**src/rtl/pxe_pkg.sv**
```systemverilog
`timescale 1ns/1ps
package pxe_pkg;

  typedef enum logic [2:0] {
    DEP_NONE = 3'd0,
    DEP_2    = 3'd1,
    DEP_4    = 3'd2,
    DEP_8    = 3'd3,
    DEP_16   = 3'd4
  } depth_e;

  typedef struct packed {
    logic       loadWord;
    logic       loadLow;
    logic [1:0] slot;
  } strobe_t;

  function automatic depth_e decodeDepth(input logic [2:0] code);
    case (code)
      3'd0:    return DEP_NONE;
      3'd1:    return DEP_2;
      3'd2:    return DEP_4;
      3'd3:    return DEP_8;
      default: return DEP_16;
    endcase
  endfunction

  function automatic logic [1:0] lastSlotOf(input depth_e kind);
    case (kind)
      DEP_2:   return 2'd3;
      DEP_4:   return 2'd1;
      default: return 2'd0;
    endcase
  endfunction

  function automatic logic [23:0] widen444(input logic [11:0] c);
    return {c[11:8], 4'h0, c[7:4], 4'h0, c[3:0], 4'h0};
  endfunction

  function automatic logic [23:0] widen565(input logic [15:0] h);
    return {h[15:11], 3'b000, h[10:5], 2'b00, h[4:0], 3'b000};
  endfunction

endpackage

```
**src/rtl/pxe_ctrl.sv**
```systemverilog
`timescale 1ns/1ps
module pxe_ctrl
  import pxe_pkg::*;
(
  input  logic       clk,
  input  logic       rstN,
  input  logic [2:0] depthCode,
  input  logic       inValid,
  input  logic       pixReady,
  output logic       inReady,
  output logic       pixValid,
  output strobe_t    strobe
);

  depth_e     kind;
  logic [1:0] lastIdx;
  logic       busy;
  logic [1:0] slot;
  logic       haveLow;
  logic       fire;
  logic       lastSlot;
  logic       freeSlot;
  logic       accept;

  always_comb begin
    kind     = decodeDepth(depthCode);
    lastIdx  = lastSlotOf(kind);
    fire     = busy && pixReady;
    lastSlot = (slot == lastIdx);
    freeSlot = !busy || (fire && lastSlot);
    case (kind)
      DEP_NONE: inReady = 1'b1;
      DEP_16:   inReady = haveLow ? freeSlot : 1'b1;
      default:  inReady = freeSlot;
    endcase
    accept          = inValid && inReady;
    strobe.loadWord = accept && (kind != DEP_NONE) && ((kind != DEP_16) || haveLow);
    strobe.loadLow  = accept && (kind == DEP_16) && !haveLow;
    strobe.slot     = slot;
  end

  assign pixValid = busy;

  always_ff @(posedge clk) begin
    if (!rstN) begin
      busy    <= 1'b0;
      slot    <= 2'd0;
      haveLow <= 1'b0;
    end else begin
      if (strobe.loadWord) begin
        busy <= 1'b1;
        slot <= 2'd0;
      end else if (fire) begin
        if (lastSlot) begin
          busy <= 1'b0;
          slot <= 2'd0;
        end else begin
          slot <= slot + 2'd1;
        end
      end
      if (strobe.loadLow)       haveLow <= 1'b1;
      else if (strobe.loadWord) haveLow <= 1'b0;
    end
  end

  // unpack position never leaves the range of the active depth
  p_slot_range_r3: assert property (@(posedge clk) disable iff (!rstN)
    busy |-> (slot <= lastIdx));

  // an idle block with code 0 never starts a pixel
  p_none_silent_r2: assert property (@(posedge clk) disable iff (!rstN)
    (kind == DEP_NONE) && !busy |=> !busy);

  // a lone first byte of a halfword does not start a pixel
  p_pair_needed_r7: assert property (@(posedge clk) disable iff (!rstN)
    (kind == DEP_16) && !haveLow && !busy |=> !busy);

  // input is taken in the cycle the final pixel of a byte leaves
  p_ready_on_last_r11: assert property (@(posedge clk) disable iff (!rstN)
    fire && lastSlot && (kind != DEP_16) && (kind != DEP_NONE) |-> inReady);

endmodule

```
**src/rtl/pxe_datapath.sv**
```systemverilog
`timescale 1ns/1ps
module pxe_datapath
  import pxe_pkg::*;
#(
  parameter int PAL_AW  = 8,
  parameter int PWORD_W = 16
) (
  input  logic               clk,
  input  logic               rstN,
  input  logic               palWrEn,
  input  logic [PAL_AW-1:0]  palWrAddr,
  input  logic [PWORD_W-1:0] palWrData,
  input  logic [7:0]         inData,
  input  logic               tftMode,
  input  strobe_t            strobe,
  output logic [2:0]         depthCode,
  output logic [23:0]        pixRgb
);

  localparam int PAL_N = 1 << PAL_AW;

  logic [11:0]       palMem [PAL_N];
  logic [7:0]        lowByte;
  logic [15:0]       word;
  depth_e            kind;
  logic [7:0]        rawIdx;
  logic [PAL_AW-1:0] idx;
  logic [11:0]       palColor;

  always_ff @(posedge clk) begin
    if (palWrEn) palMem[palWrAddr] <= palWrData[11:0];
  end

  always_ff @(posedge clk) begin
    if (!rstN) begin
      depthCode <= 3'd0;
      lowByte   <= 8'h00;
      word      <= 16'h0000;
    end else begin
      if (palWrEn && (palWrAddr == '0)) depthCode <= palWrData[14:12];
      if (strobe.loadLow) lowByte <= inData;
      if (strobe.loadWord) begin
        word[15:8] <= inData;
        word[7:0]  <= (kind == DEP_16) ? lowByte : inData;
      end
    end
  end

  always_comb begin
    kind = decodeDepth(depthCode);
    case (kind)
      DEP_2:   rawIdx = {6'b0, word[{strobe.slot, 1'b0} +: 2]};
      DEP_4:   rawIdx = {4'b0, word[{strobe.slot[0], 2'b00} +: 4]};
      default: rawIdx = word[7:0];
    endcase
    idx      = PAL_AW'(rawIdx);
    palColor = palMem[idx];
    if (kind == DEP_16) begin
      pixRgb = tftMode ? widen565(word) : widen444(word[11:0]);
    end else begin
      pixRgb = widen444(palColor);
    end
  end

  // a write to entry 0 sets the depth code from bits 14:12
  p_code_load_r1: assert property (@(posedge clk) disable iff (!rstN)
    palWrEn && (palWrAddr == '0) |=> depthCode == $past(palWrData[14:12]));

endmodule

```
**src/rtl/depth_expander.sv**
```systemverilog
`timescale 1ns/1ps
module depth_expander
  import pxe_pkg::*;
#(
  parameter int PAL_AW  = 8,
  parameter int PWORD_W = 16
) (
  input  logic               clk,
  input  logic               rstN,
  input  logic               palWrEn,
  input  logic [PAL_AW-1:0]  palWrAddr,
  input  logic [PWORD_W-1:0] palWrData,
  input  logic               tftMode,
  input  logic [7:0]         inData,
  input  logic               inValid,
  output logic               inReady,
  output logic [23:0]        pixRgb,
  output logic               pixValid,
  input  logic               pixReady
);

  strobe_t    strobe;
  logic [2:0] depthCode;
  depth_e     kind;

  assign kind = decodeDepth(depthCode);

  pxe_ctrl u_ctrl (
    .clk       (clk),
    .rstN      (rstN),
    .depthCode (depthCode),
    .inValid   (inValid),
    .pixReady  (pixReady),
    .inReady   (inReady),
    .pixValid  (pixValid),
    .strobe    (strobe)
  );

  pxe_datapath #(.PAL_AW(PAL_AW), .PWORD_W(PWORD_W)) u_dp (
    .clk       (clk),
    .rstN      (rstN),
    .palWrEn   (palWrEn),
    .palWrAddr (palWrAddr),
    .palWrData (palWrData),
    .inData    (inData),
    .tftMode   (tftMode),
    .strobe    (strobe),
    .depthCode (depthCode),
    .pixRgb    (pixRgb)
  );

  // a stalled pixel stays offered and unchanged
  p_stall_hold_r9: assert property (@(posedge clk) disable iff (!rstN)
    pixValid && !pixReady && !palWrEn |=> pixValid && $stable(pixRgb));

  // palette-derived and 4:4:4 pixels carry zero low nibbles
  p_low_nibbles_r6: assert property (@(posedge clk) disable iff (!rstN)
    pixValid && !((kind == DEP_16) && tftMode) |->
      (pixRgb[19:16] == 4'h0) && (pixRgb[11:8] == 4'h0) && (pixRgb[3:0] == 4'h0));

endmodule

```
**config.mk**
```make
export PLATFORM = sky130hd
export DESIGN_NAME = depth_expander
export DESIGN_NICKNAME = d
export VERILOG_FILES = /design/src/rtl/pxe_pkg.sv /design/src/rtl/pxe_ctrl.sv /design/src/rtl/pxe_datapath.sv /design/src/rtl/depth_expander.sv
export SDC_FILE = /design/constraint.sdc
export NUM_CORES = 2
export LEC_CHECK = 0
export ABC_AREA = 1
export BUFFER_PORTS_ARGS = -buffer_cell sky130_fd_sc_hd__buf_2
export CAP_MARGIN = 10
export CORE_MARGIN = 2
export CORE_UTILIZATION = 45
export DETAILED_ROUTE_END_ITERATION = 10
export GPL_TIMING_DRIVEN = 0
export PLACE_DENSITY = 0.62
export SYNTH_ARGS = -nofsm -noshare
export SYNTH_HDL_FRONTEND = slang
export SYNTH_SLANG_ARGS = --single-unit
export TNS_END_PERCENT = 5
```
**constraint.sdc**
```tcl
create_clock -name clk -period 5.8 [get_ports clk]
set_input_delay 0.87 -clock clk [delete_from_list [all_inputs] [get_ports clk]]
set_output_delay 0.87 -clock clk [all_outputs]
set_load 0.005 [all_outputs]
```
==> results_dict.tcl <==
set metrics [dict create \
    grt_pass1_wl_mm 659 \
    postSynthAreaPerCell_um2 11.1 \
    yosysSeqAreaShare_pct 68.5 \
    yosysWarnings 0 \
    power_density_nw_per_um2 305 \
    yosys.cell_types.count 32 \
    r2r-end "u_dp.lowByte[6]" \
    antenna_found_initial 28 \
    cts_num_sinks 3103 \
    rsz0062_at_grt "yes" \
    routedWlPerCell_um 28.1 \
    r2r_start "u_dp.depthCode[2]" \
    hold_viol_final 0 \
    worst-endpoint-arrival_ns 4.90 \
    hpwl_mm 332 \
    dr.pass1.iters 8 \
    status "complete, no violations" \
    reg2regPathDepth 16 \
    grt_pass1_vias 89600 \
    critPathLaunch "u_dp.depthCode[2]" \
    fp.coreArea_um2 300000 \
    fp.dieH_um 553 \
    finalNonFillerCells 17000 \
    slew_headroom_pct 4.47 \
    whs_path_depth 3 \
    fin_ws_ns 0.0320 \
    fin_util_pct 51.9 \
    gp_routability_congestion 0.994 \
    cp-start-kind "flip-flop" \
    ys_seq_elements 3103 \
    async_flop_share_pct 0 \
    cts_buffers 334 \
    leakagePower_nw 59.8 \
    drtIter0Drc 13900 \
    cap_violations 0 \
    dpl_worst_slack_ns -0.606 \
    finClkSkew_ns 0.0244 \
    fmax_mhz 173 \
    overflow 0 \
    min_from "palWrData[12]" \
    final_area_um2 155000 \
    cts-root-buf "clkbuf_16" \
    finalSetupViolCount 0 \
    slew_violations 0 \
    clkSlewWorstSetupHoldPaths_ns 0.06 \
    min_to "u_dp.depthCode[0]" \
    critPathKind "flip-flop to primary output" \
    die-width_um 553 \
    dieArea_um2 306000 \
    place_inst 16300 \
    cts-htree-levels 5 \
    rrSetupSlack_ns 3.29 \
    num_vias 97100 \
    endpoint_kind "primary output" \
    wl_mm 476 \
    routed_via_density 5.72 \
    tightestPinTransition_ns 1.43 \
    cts_tree "yes" \
    pin_count 64 \
    ant_nets 0 \
    clk_latency_ns 0.95 \
    cp_max_fo 10 \
    power_mw 47.3 \
    finalCritPeriodShare_pct 99.4 \
    synth_flop_cell "edfxtp_1" \
    placed_area_um2 142000 \
    drive_gt1_share_pct 10.7 \
    grtUsageTotal_pct 30.3 \
    drc 0 \
    syn_area_um2 135000 \
    area_growth_pct 14.7 \
    ir_worst_vdd_uv 246 \
    min_period_ns 5.77 \
    hp-class "primary input to flip-flop" \
    num_rows 201 \
    syn_inst 12200 \
    io_buffer_count 54 \
    n_fill_cell 25800 \
    synth_edf_count 3072 \
    final_nets 12700 \
    grt_start_max_net_pins 112 \
    crit_required_ns 4.93 \
    postCtsHoldBufs 0 \
    start_util_pct 45.2 \
    clockBufferDepth 4 \
]
==> placed cells by master (no fill, tap or decap), types with 4 or more instances in the layout <==
master           instances
clkinv_2                73
buf_2                  265
buf_1                   35
a21oi_1                 39
clkbuf_4                48
clkinvlp_4               7
clkinv_16                5
conb_1                   8
nand3_1               2502
buf_4                  143
nand3_2                108
nand3b_1               912
clkinv_1                71
buf_12                  27
o21ai_0                 47
inv_6                    8
nand2_8                  4
clkbuf_16              338
inv_16                  10
dfxtp_1                 31
nand2_4                  5
clkbuf_2               128
buf_8                   23
nor2_1                 287
clkinv_8                 4
o211ai_1               170
buf_16                  39
nand2_1               2660
nand3_4                 37
nand2_2                 23
clkdlybuf4s15_2          5
clkbuf_1               292
inv_1                 1460
nor2_2                   9
edfxtp_1              3072
buf_6                   36
bufinv_16               33
diode_2                 23
==> critical path, cell delays in order, from the launching register on <==
cell and delay, ns:
dfxtp_1 0.33, buf_6 0.15, nor2_4 0.13, nand2_4 0.10, nand2_8 0.15, inv_4 0.08, nor2_4 0.21, buf_12 0.16
nand2_4 0.14, clkbuf_4 0.35, buf_2 0.31, nand3b_1 0.13, nand3_1 0.10, nand3_1 0.10, nand3_2 0.17, nand3_1 0.27
nand3_2 0.24, nand2_2 0.16, nand2_1 0.06, nand3_1 0.16, nand3_2 0.16, nand2_1 0.13, buf_2 0.13
==> cells in the mapped netlist (4+ instances only) <==
cell      number  area share [%]
nand2_4        4           0.033
buf_4         99            0.55
edfxtp_1    3072              68
nand3_1     2646             9.8
o211ai_1     170            0.94
clkbuf_1     373             1.0
nand2_1     2686             7.4
inv_1       1461             4.0
a21oi_1       39            0.14
dfxtp_1       31            0.46
buf_6          9           0.075
nand3b_1     912             5.1
o21ai_0       47            0.17
buf_2        300             1.1
nor2_1       295            0.82
buf_1         55            0.15
==> report_power, final <==
part	switching (mW)	internal [mW]	total, mW
registers	0.0106	24.7	24.7
logic	1.02	0.236	1.25
clock network	9.16	12.2	21.4
==> sequential cells by signal, summed over array words and instances (netlist names) <==
| name | cells |
|---|---|
| u_ctrl.slot | 2 |
| u_ctrl.pixValid | 1 |
| u_dp.word | 16 |
| u_dp.depthCode | 3 |
| u_dp.lowByte | 8 |
| u_dp.palMem | 3072 |
| u_ctrl.haveLow | 1 |
==> routing by layer <==
metal	share of wire [%]	track usage, %	wire length, µm	vias up
li1	-	-	-	43000
met2	43	44.6	205000	5443
met5	0.024	0	116	-
met3	12	7.36	55700	901
met1	40	42.3	190000	47700
met4	5.3	14.4	25000	16
==> worst max path at each step <==
stage	slack, ns	to	cells after the start
floorplan	2.67	pixRgb[13]	23
global placement	-1.41	u_dp.palMem[66][6]	1
detailed placement	-0.61	pixRgb[13]	17
CTS	-0.02	pixRgb[12]	22
global route	-0.02	pixRgb[23]	22
finish	0.03	pixRgb[14]	22
==> cells by family after synthesis <==
logic type	count (synthesis)	synth area share (%)
buf+inv	2303	6.99
compound gates	260	1.28
flops	3103	68.5
xor+xnor	2	0.0129
other cells	1	0.00277
simple gates	6551	23.2
==> metrics by stage <==
stage,TNS [ns],hold slack [ns]
floorplan,0,0.429
global placement,-3216.32,0.442
detailed placement,-6.24,0.449
CTS,-0.0215,0.115
global route,-0.102,0.148
finish,0,0.155
==> final cells by class <==
cell class	count	area [µm²]	area share, %
clock inverters	213	2180	1.40
diodes	23	57.6	0.0370
clock buffers	398	8660	5.57
inverters	1466	5510	3.55
multi-input cells	6822	34400	22.1
flip-flops and latches	3103	92900	59.7
plain buffers	835	4710	3.03
repair buffers	147	2150	1.38
well taps	3958	4950	3.19
==> timing repair <==
| item | CTS | global route |
|---|---|---|
| pin swaps | 4 | 7 |
| resized for setup | 374 | 237 |
| cloned | 0 | 2 |
| buffers inserted | 10 | 2 |
| endpoints found under the setup margin | 12 | 12 |
No activity file was read; power rests on OpenSTA's default activity.
